File: src/rtl/intagg_pkg.sv
package intagg_pkg;
  typedef enum logic {SENSE_LEVEL = 1'b0, SENSE_RISE = 1'b1} sense_e;

  localparam logic [5:0] OFF_PEND = 6'h00;
  localparam logic [5:0] OFF_MASK = 6'h10;
  localparam logic [5:0] OFF_CTRL = 6'h28;

  localparam int CTRL_RISE_BIT = 3;
  localparam int CTRL_MSG_BIT  = 5;
endpackage

File: src/rtl/intagg_sync.sv
module intagg_sync #(
  parameter int W = 32
) (
  input  logic         clk,
  input  logic         rst_n,
  input  logic [W-1:0] async_in,
  output logic [W-1:0] sync_out
);
  logic [W-1:0] stage1;

  always_ff @(posedge clk or negedge rst_n) begin
    if (!rst_n) begin
      stage1   <= '0;
      sync_out <= '0;
    end else begin
      stage1   <= async_in;
      sync_out <= stage1;
    end
  end
endmodule

File: src/rtl/intagg_pending.sv
module intagg_pending
  import intagg_pkg::*;
#(
  parameter int W = 32
) (
  input  logic         clk,
  input  logic         rst_n,
  input  sense_e       sense,
  input  logic [W-1:0] req,
  input  logic         ack_we,
  input  logic [W-1:0] ack_data,
  output logic [W-1:0] pend
);
  logic [W-1:0] req_prev;
  logic [W-1:0] set_vec;

  function automatic logic [W-1:0] sense_hits(sense_e s, logic [W-1:0] now,
                                               logic [W-1:0] prev);
    return (s == SENSE_RISE) ? (now & ~prev) : now;
  endfunction

  function automatic logic [W-1:0] apply_ack(logic [W-1:0] cur, logic we,
                                              logic [W-1:0] keep);
    return we ? (cur & keep) : cur;
  endfunction

  assign set_vec = sense_hits(sense, req, req_prev);

  always_ff @(posedge clk or negedge rst_n) begin
    if (!rst_n) begin
      req_prev <= '0;
      pend     <= '0;
    end else begin
      req_prev <= req;
      pend     <= apply_ack(pend, ack_we, ack_data) | set_vec;
    end
  end

  // a set condition always survives the edge, acknowledge or not
  p_set_wins_r6: assert property (@(posedge clk) disable iff (!rst_n)
    1'b1 |=> ((pend & $past(set_vec)) == $past(set_vec)));

  // with no set and no acknowledge, pending bits hold
  p_hold_r4: assert property (@(posedge clk) disable iff (!rst_n)
    (!ack_we && set_vec == '0) |=> $stable(pend));

  // an acknowledge with nothing new clears exactly the zero bits
  p_ack_clears_r5: assert property (@(posedge clk) disable iff (!rst_n)
    (ack_we && set_vec == '0) |=> (pend == ($past(pend) & $past(ack_data))));
endmodule

File: src/rtl/intagg_top.sv
module intagg_top
  import intagg_pkg::*;
#(
  parameter int NUM_SRC = 32,
  parameter int ADDR_W  = 6,
  parameter int DATA_W  = 32
) (
  input  logic              clk,
  input  logic              rst_n,
  input  logic [NUM_SRC-1:0] irq_in,
  input  logic [ADDR_W-1:0] bus_addr,
  input  logic              bus_we,
  input  logic [DATA_W-1:0] bus_wdata,
  output logic [DATA_W-1:0] bus_rdata,
  output logic              irq_out
);
  localparam logic [ADDR_W-1:0] A_PEND = ADDR_W'(OFF_PEND);
  localparam logic [ADDR_W-1:0] A_MASK = ADDR_W'(OFF_MASK);
  localparam logic [ADDR_W-1:0] A_CTRL = ADDR_W'(OFF_CTRL);

  logic [NUM_SRC-1:0] req_sync;
  logic [NUM_SRC-1:0] pend;
  logic [NUM_SRC-1:0] mask_q;
  logic               rise_q;
  logic               msg_q;
  logic               pend_wr;
  logic               mask_wr;
  logic               ctrl_wr;

  function automatic logic is_mapped(logic [ADDR_W-1:0] a);
    return (a == A_PEND) || (a == A_MASK) || (a == A_CTRL);
  endfunction

  function automatic logic [DATA_W-1:0] read_mux(logic [ADDR_W-1:0] a,
      logic [NUM_SRC-1:0] p, logic [NUM_SRC-1:0] m, logic r, logic g);
    logic [DATA_W-1:0] v;
    v = '0;
    if (a == A_PEND) v[NUM_SRC-1:0] = p;
    else if (a == A_MASK) v[NUM_SRC-1:0] = m;
    else if (a == A_CTRL) begin
      v[CTRL_RISE_BIT] = r;
      v[CTRL_MSG_BIT]  = g;
    end
    return v;
  endfunction

  assign pend_wr = bus_we && (bus_addr == A_PEND);
  assign mask_wr = bus_we && (bus_addr == A_MASK);
  assign ctrl_wr = bus_we && (bus_addr == A_CTRL);

  intagg_sync #(.W(NUM_SRC)) u_sync (
    .clk      (clk),
    .rst_n    (rst_n),
    .async_in (irq_in),
    .sync_out (req_sync)
  );

  intagg_pending #(.W(NUM_SRC)) u_pend (
    .clk      (clk),
    .rst_n    (rst_n),
    .sense    (sense_e'(rise_q)),
    .req      (req_sync),
    .ack_we   (pend_wr),
    .ack_data (bus_wdata[NUM_SRC-1:0]),
    .pend     (pend)
  );

  always_ff @(posedge clk or negedge rst_n) begin
    if (!rst_n) begin
      mask_q    <= '1;
      rise_q    <= 1'b0;
      msg_q     <= 1'b0;
      bus_rdata <= '0;
      irq_out   <= 1'b0;
    end else begin
      if (mask_wr) mask_q <= bus_wdata[NUM_SRC-1:0];
      if (ctrl_wr) begin
        rise_q <= bus_wdata[CTRL_RISE_BIT];
        msg_q  <= bus_wdata[CTRL_MSG_BIT];
      end
      bus_rdata <= read_mux(bus_addr, pend, mask_q, rise_q, msg_q);
      irq_out   <= |(pend & ~mask_q);
    end
  end

  // the output never rises without some pending bit a cycle before
  p_irq_needs_pend_r8: assert property (@(posedge clk) disable iff (!rst_n)
    irq_out |-> ($past(pend) != '0));

  // a fully masked controller stays quiet
  p_full_mask_quiet_r7: assert property (@(posedge clk) disable iff (!rst_n)
    (&mask_q) |=> !irq_out);

  // unmapped offsets read zero
  p_unmapped_zero_r10: assert property (@(posedge clk) disable iff (!rst_n)
    !is_mapped(bus_addr) |=> (bus_rdata == '0));

  // a mask write lands whole
  p_mask_write_r11: assert property (@(posedge clk) disable iff (!rst_n)
    mask_wr |=> (mask_q == $past(bus_wdata[NUM_SRC-1:0])));
endmodule

File: config.mk
export PLATFORM = sky130hd
export DESIGN_NAME = intagg_top
export DESIGN_NICKNAME = d
export VERILOG_FILES = /design/src/rtl/intagg_pkg.sv /design/src/rtl/intagg_sync.sv /design/src/rtl/intagg_pending.sv /design/src/rtl/intagg_top.sv
export SDC_FILE = /design/constraint.sdc
export NUM_CORES = 1
export LEC_CHECK = 0
export ABC_AREA = 1
export CAP_MARGIN = 5
export CORE_MARGIN = 3
export CORE_UTILIZATION = 45
export CTS_BUF_LIST = sky130_fd_sc_hd__clkbuf_8
export CTS_CLUSTER_SIZE = 14
export DETAILED_ROUTE_END_ITERATION = 10
export DONT_BUFFER_PORTS = 1
export HOLD_SLACK_MARGIN = 0.06
export PLACE_DENSITY_LB_ADDON = 0.2
export SYNTH_ARGS = -nofsm -noshare
export SYNTH_HDL_FRONTEND = slang
export SYNTH_HIERARCHICAL = 1
export SYNTH_SLANG_ARGS = --single-unit
File: constraint.sdc
create_clock -name clk -period 2.35 [get_ports clk]
set_input_delay 0.47 -clock clk [delete_from_list [all_inputs] [get_ports clk]]
set_output_delay 0.47 -clock clk [all_outputs]
set_load 0.02 [all_outputs]
After elaboration in Yosys (flattened, before gate mapping)
Cells that the tools add are included.
{"block": "totals", "mem_count": 0, "mem_bits_rw": 0, "register_bits": 195, "rom_bits": 0, "input_bits": 73, "out_inout_bits": 33, "latch_bits": 0}
{"block": "op_classes", "order_cmp": 0, "div_mod_pow": 0, "n_reduce_logical": 5, "mul": 0, "bitwise": 6, "eq_ne": 2, "mux": 10, "addsub": 0, "n_shift": 0}
{"op": "$and 32x32->32", "n": 3}
{"op": "$mux 32", "n": 3}
{"op": "$not 32->32", "n": 2}
{"op": "$or 32x32->32", "n": 1}
{"op": "$reduce_or 32->1", "n": 1}
{"op": "$mux 26", "n": 1}
{"op": "$eq 6x5->1 const B", "n": 1}
{"op": "$eq 6x6->1 const B", "n": 1}
{"op": "$logic_not 6->1", "n": 1}
{"op": "$mux 1", "n": 5}
{"op": "$logic_and 1x1->1", "n": 3}
{"op": "$mux 3", "n": 1}

Depth between registers and ports, before layout
{"block": "logic_depth", "word_depth": 4, "depth_mapped": 8, "mapped_depth_nobuf": 7}

By module
Netlist, hierarchy kept.
{"module": "intagg_top", "area_per_inst_um2": 2870.3, "seq_area_each_um2": 1716.6, "cells_each": 321, "n_inst": 1}
{"module": "intagg_pending", "area_per_inst_um2": 2389.8, "seq_area_each_um2": 1601.5, "cells_each": 262, "n_inst": 1}
{"module": "intagg_sync", "area_per_inst_um2": 1601.5, "seq_area_each_um2": 1601.5, "cells_each": 64, "n_inst": 1}

Least setup slack after synthesis
OpenSTA, ideal clock, no wires.
{"block": "synth_timing", "kind": "input port to flip-flop", "from": "input port bus_addr[2]", "to": "register u_pend.pend[10]", "arrival_time_ns": 1.628, "required_ns": 2.234, "path_slack_ns": 0.605, "path_buffers": 2, "cell_stages": 8, "path_cell_list": "nor2_2 nand3_1 clkbuf_1 nor2_1 buf_6 nand2_1 nand2_1 nand2_1"}
{"block": "synth_via", "elab_chain_cells": 4}
{"element": "start: declaration", "line_no": "intagg_top.sv:11", "source": "input logic [ADDR_W-1:0] bus_addr,"}
{"element": "$logic_not 6->1", "line_no": "intagg_top.sv:47", "source": "assign pend_wr = bus_we && (bus_addr == A_PEND);"}
{"element": "$logic_and 1x1->1", "line_no": "intagg_top.sv:47"}
{"element": "net pend_wr", "line_no": "intagg_top.sv:26", "source": "logic pend_wr;"}
{"element": "$mux 32", "line_no": "intagg_pending.sv:24", "source": "return we ? (cur & keep) : cur;"}
{"element": "$or 32x32->32", "line_no": "intagg_pending.sv:35", "source": "pend <= apply_ack(pend, ack_we, ack_data) | set_vec;"}
{"element": "end signal: assignment", "line_no": "intagg_pending.sv:35"}
{"element": "end: declaration", "line_no": "intagg_pending.sv:12", "source": "output logic [W-1:0] pend"}
The timed path passes the listed nets, and every way through them passes these cells.
A chain may end at the register's enable or synchronous reset.

Worst setup path after layout
{"block": "layout_timing", "from": "register irq_out", "to": "output port irq_out"}
{"element": "start: declaration", "line_no": "intagg_top.sv:15", "source": "output logic irq_out"}
{"element": "start signal: assignment", "line_no": "intagg_top.sv:82", "source": "irq_out <= |(pend & ~mask_q);"}
No word-level cell between the ends.

==> impl_summary.log <==
INFO  metric worst_ir_drop_vdd = 0.000557 V
INFO  metric drc = 0
INFO  metric timing.setup.critical_path_class = flip-flop to output pin
INFO  metric dpl.cell_count = 819
INFO  metric drtAntennaViolNets = 0
INFO  metric design.final.nets = 759
INFO  metric synthesis.area = 0.00686 mm²
INFO  metric number_of_port_buffers = 0
INFO  metric via_count_of_the_first_global_routing_pass = 4062
INFO  metric report.final.slew_viol_count = 0
INFO  metric syn-num-nets = 720
INFO  metric layout.cells.most_common_list = sky130_fd_sc_hd__nand2_1 (242), sky130_fd_sc_hd__dfrtp_1 (163), sky130_fd_sc_hd__inv_1 (102), sky130_fd_sc_hd__dfstp_2 (32), sky130_fd_sc_hd__dlygate4sd3_1 (32)
INFO  metric final_min_period_over_clock_period = 59.7%
INFO  metric final_layout_size_suffix_gt1_share = 10.6%
INFO  metric detailed_place.area = 0.00705 mm²
INFO  metric globalRouteOverflowTotal = 0
INFO  metric hold_viol_final = 170
INFO  metric postSynthRegisterBits = 195
INFO  metric io-pin-count = 106
INFO  metric power_density = 794 mW/mm²
INFO  metric setup.worst_path.end_class = output pin
INFO  metric cts.sinks = 195
INFO  metric max_cap_violations = 0
INFO  metric synthDistinctLibCells = 20
INFO  metric path_clk_slew = 0.09 ns
INFO  metric r2r_cells = 7
INFO  metric min_path_type = primary input to async pin
INFO  metric run_status = finished, violations left
INFO  metric final_cell_count_no_fill = 883
INFO  metric grt_util_all_layers = 16.3%
INFO  metric worstPathRequired = 1.88 ns
INFO  metric route.final.wire_length = 12900 µm
INFO  metric wire_length_of_the_first_global_routing_pass = 20700 µm
INFO  metric clock_tree.htree_level_count = 4
INFO  metric hpwlAfterDp = 8140 µm
INFO  metric max_freq = 0.713 GHz
INFO  metric critical_path_cell_count = 0
INFO  metric cts_made_buffers = 17
INFO  metric route.detailed.wl_per_inst = 14.6 µm
INFO  metric gp_congestion = 0.819
INFO  metric antenna-diode-count = 0
INFO  metric max-slew-margin-rel = 66.1%
INFO  metric finalHoldWorstSlack = -0.291 ns
INFO  metric vias_per_cell = 4.72
INFO  metric initial_core_util = 46.7%
INFO  metric worst_ep_arrival_time = 0.93 ns
INFO  metric dieHeight = 129 µm
INFO  metric setup_total_negative_slack = 0 ns
INFO  metric max_slew.worst_pin.slew = 0.508 ns
INFO  metric die_w = 129 µm
INFO  metric cts_hold_buffers = 32
INFO  metric largest_net_degree_at_the_start_of_global_routing = 196
INFO  metric cts_buffer_depth = 2
INFO  metric core_area = 0.0147 mm²
INFO  metric syn-instance-count = 647
INFO  metric post-route-util = 52.6%
INFO  metric final_area = 0.00773 mm²
INFO  metric clock_skew = 0.0118 ns
INFO  metric initial_antenna_violation_count = 0
INFO  metric area.growth.synth_to_final = 12.7%
INFO  metric synth.avg_cell_area = 10.6 µm²
INFO  metric cts_tree = done
INFO  metric totalPowerFinal = 6.13 mW
INFO  metric final_worst_path_period_need = 1.40 ns
INFO  metric ys_seq_area_share = 71.7%
INFO  metric detail_route.first_pass.iterations = 4
INFO  metric total_number_of_yosys_warnings = 6
INFO  metric final_common_cell = sky130_fd_sc_hd__nand2_1
INFO  metric routed-via-count = 4168
INFO  metric core_rows = 44
INFO  metric worst_skew_pair.late_latency = 0.45 ns
INFO  metric first_iter_violations = 278
INFO  metric clk_root_buffer_cell = sky130_fd_sc_hd__clkbuf_8
INFO  metric violations = hold timing
INFO  metric rsz0062_at_grt = false
INFO  metric post-cts-setup-buffers = 0
INFO  metric static-leakage-power = 4.03 nW
INFO  metric cp_max_fo = 1
INFO  metric timing.critical_path.from_type = flip-flop
INFO  metric die_area = 0.0168 mm²
INFO  metric final-setup-viol-count = 0
INFO  metric cts-resized-gates = 0
synthesized netlist by cell type (all sizes together):
cell	n	area share [%]
clkbuf	3	0.16
inv	99	5.4
o21ai	37	2.7
nand2	242	13
nand4	5	0.46
buf	15	1.7
nand3	2	0.33
dfstp	32	12
dfrtp	163	59
nor2	17	1.3
o211ai	2	0.22
o22ai	30	2.7
logic make-up after synthesis:
| kind of cell | Yosys count | share of synthesized area [%] |
|---|---|---|
| simple gates | 266 | 15.4 |
| flops | 195 | 71.7 |
| buf+inv | 117 | 7.28 |
| compound gates | 69 | 5.65 |
worst paths after layout:
check                                 startpoint                 end  slack, ns
worst min-delay path                       rst_n        bus_rdata[5]      -0.29
max in group asynchronous                  rst_n          mask_q[11]       2.18
worst max register to register         mask_q[5]             irq_out       1.08
worst min register to register  u_sync/stage1[6]  u_sync/sync_out[6]       0.35
min in group clk                    bus_wdata[7]           mask_q[7]       0.11
worst max-delay path                     irq_out             irq_out       0.95
through the flow:
stage / worst slack, ns / hold slack [ns]
detailed placement: 0.680 / 0.182
floorplan: 0.605 / 0.174
global placement: 0.749 / 0.180
finish: 0.947 / -0.291
CTS: 0.913 / -0.328
global route: 0.893 / -0.348
sequential cells by signal (all words and copies together) (netlist names):
signal,count
bus_rdata,32
u_sync/sync_out,32
u_sync/stage1,32
irq_out,1
u_pend/pend,32
msg_q,1
u_pend/req_prev,32
rise_q,1
mask_q,32
report_power, final:
part           leakage [nW]  internal [mW]  switching, mW
combinational          1.62          0.177          0.267
sequential             2.22           3.64         0.0799
clock                 0.193          0.860           1.11
total                  4.03           4.67           1.46
area by class of cell:
| class | count | area (µm²) |
|---|---|---|
| clock buffer | 18 | 248 |
| clock inverter | 14 | 115 |
| fill | 1319 | 6970 |
| inverter | 99 | 372 |
| multi-input combinational | 335 | 1460 |
| sequential | 195 | 4920 |
| tap | 184 | 230 |
| timing repair buffer | 38 | 390 |
routing by layer:
metal  up-vias  share of wire, %  GRT usage, %
li1       2041                 -             -
met1      2001                45          21.8
met2       112                48          24.8
met3        14               6.4          6.06
met4         0               1.4          5.62
met5         -                 0             0
Note: power is estimated with default switching activity, not from simulation.
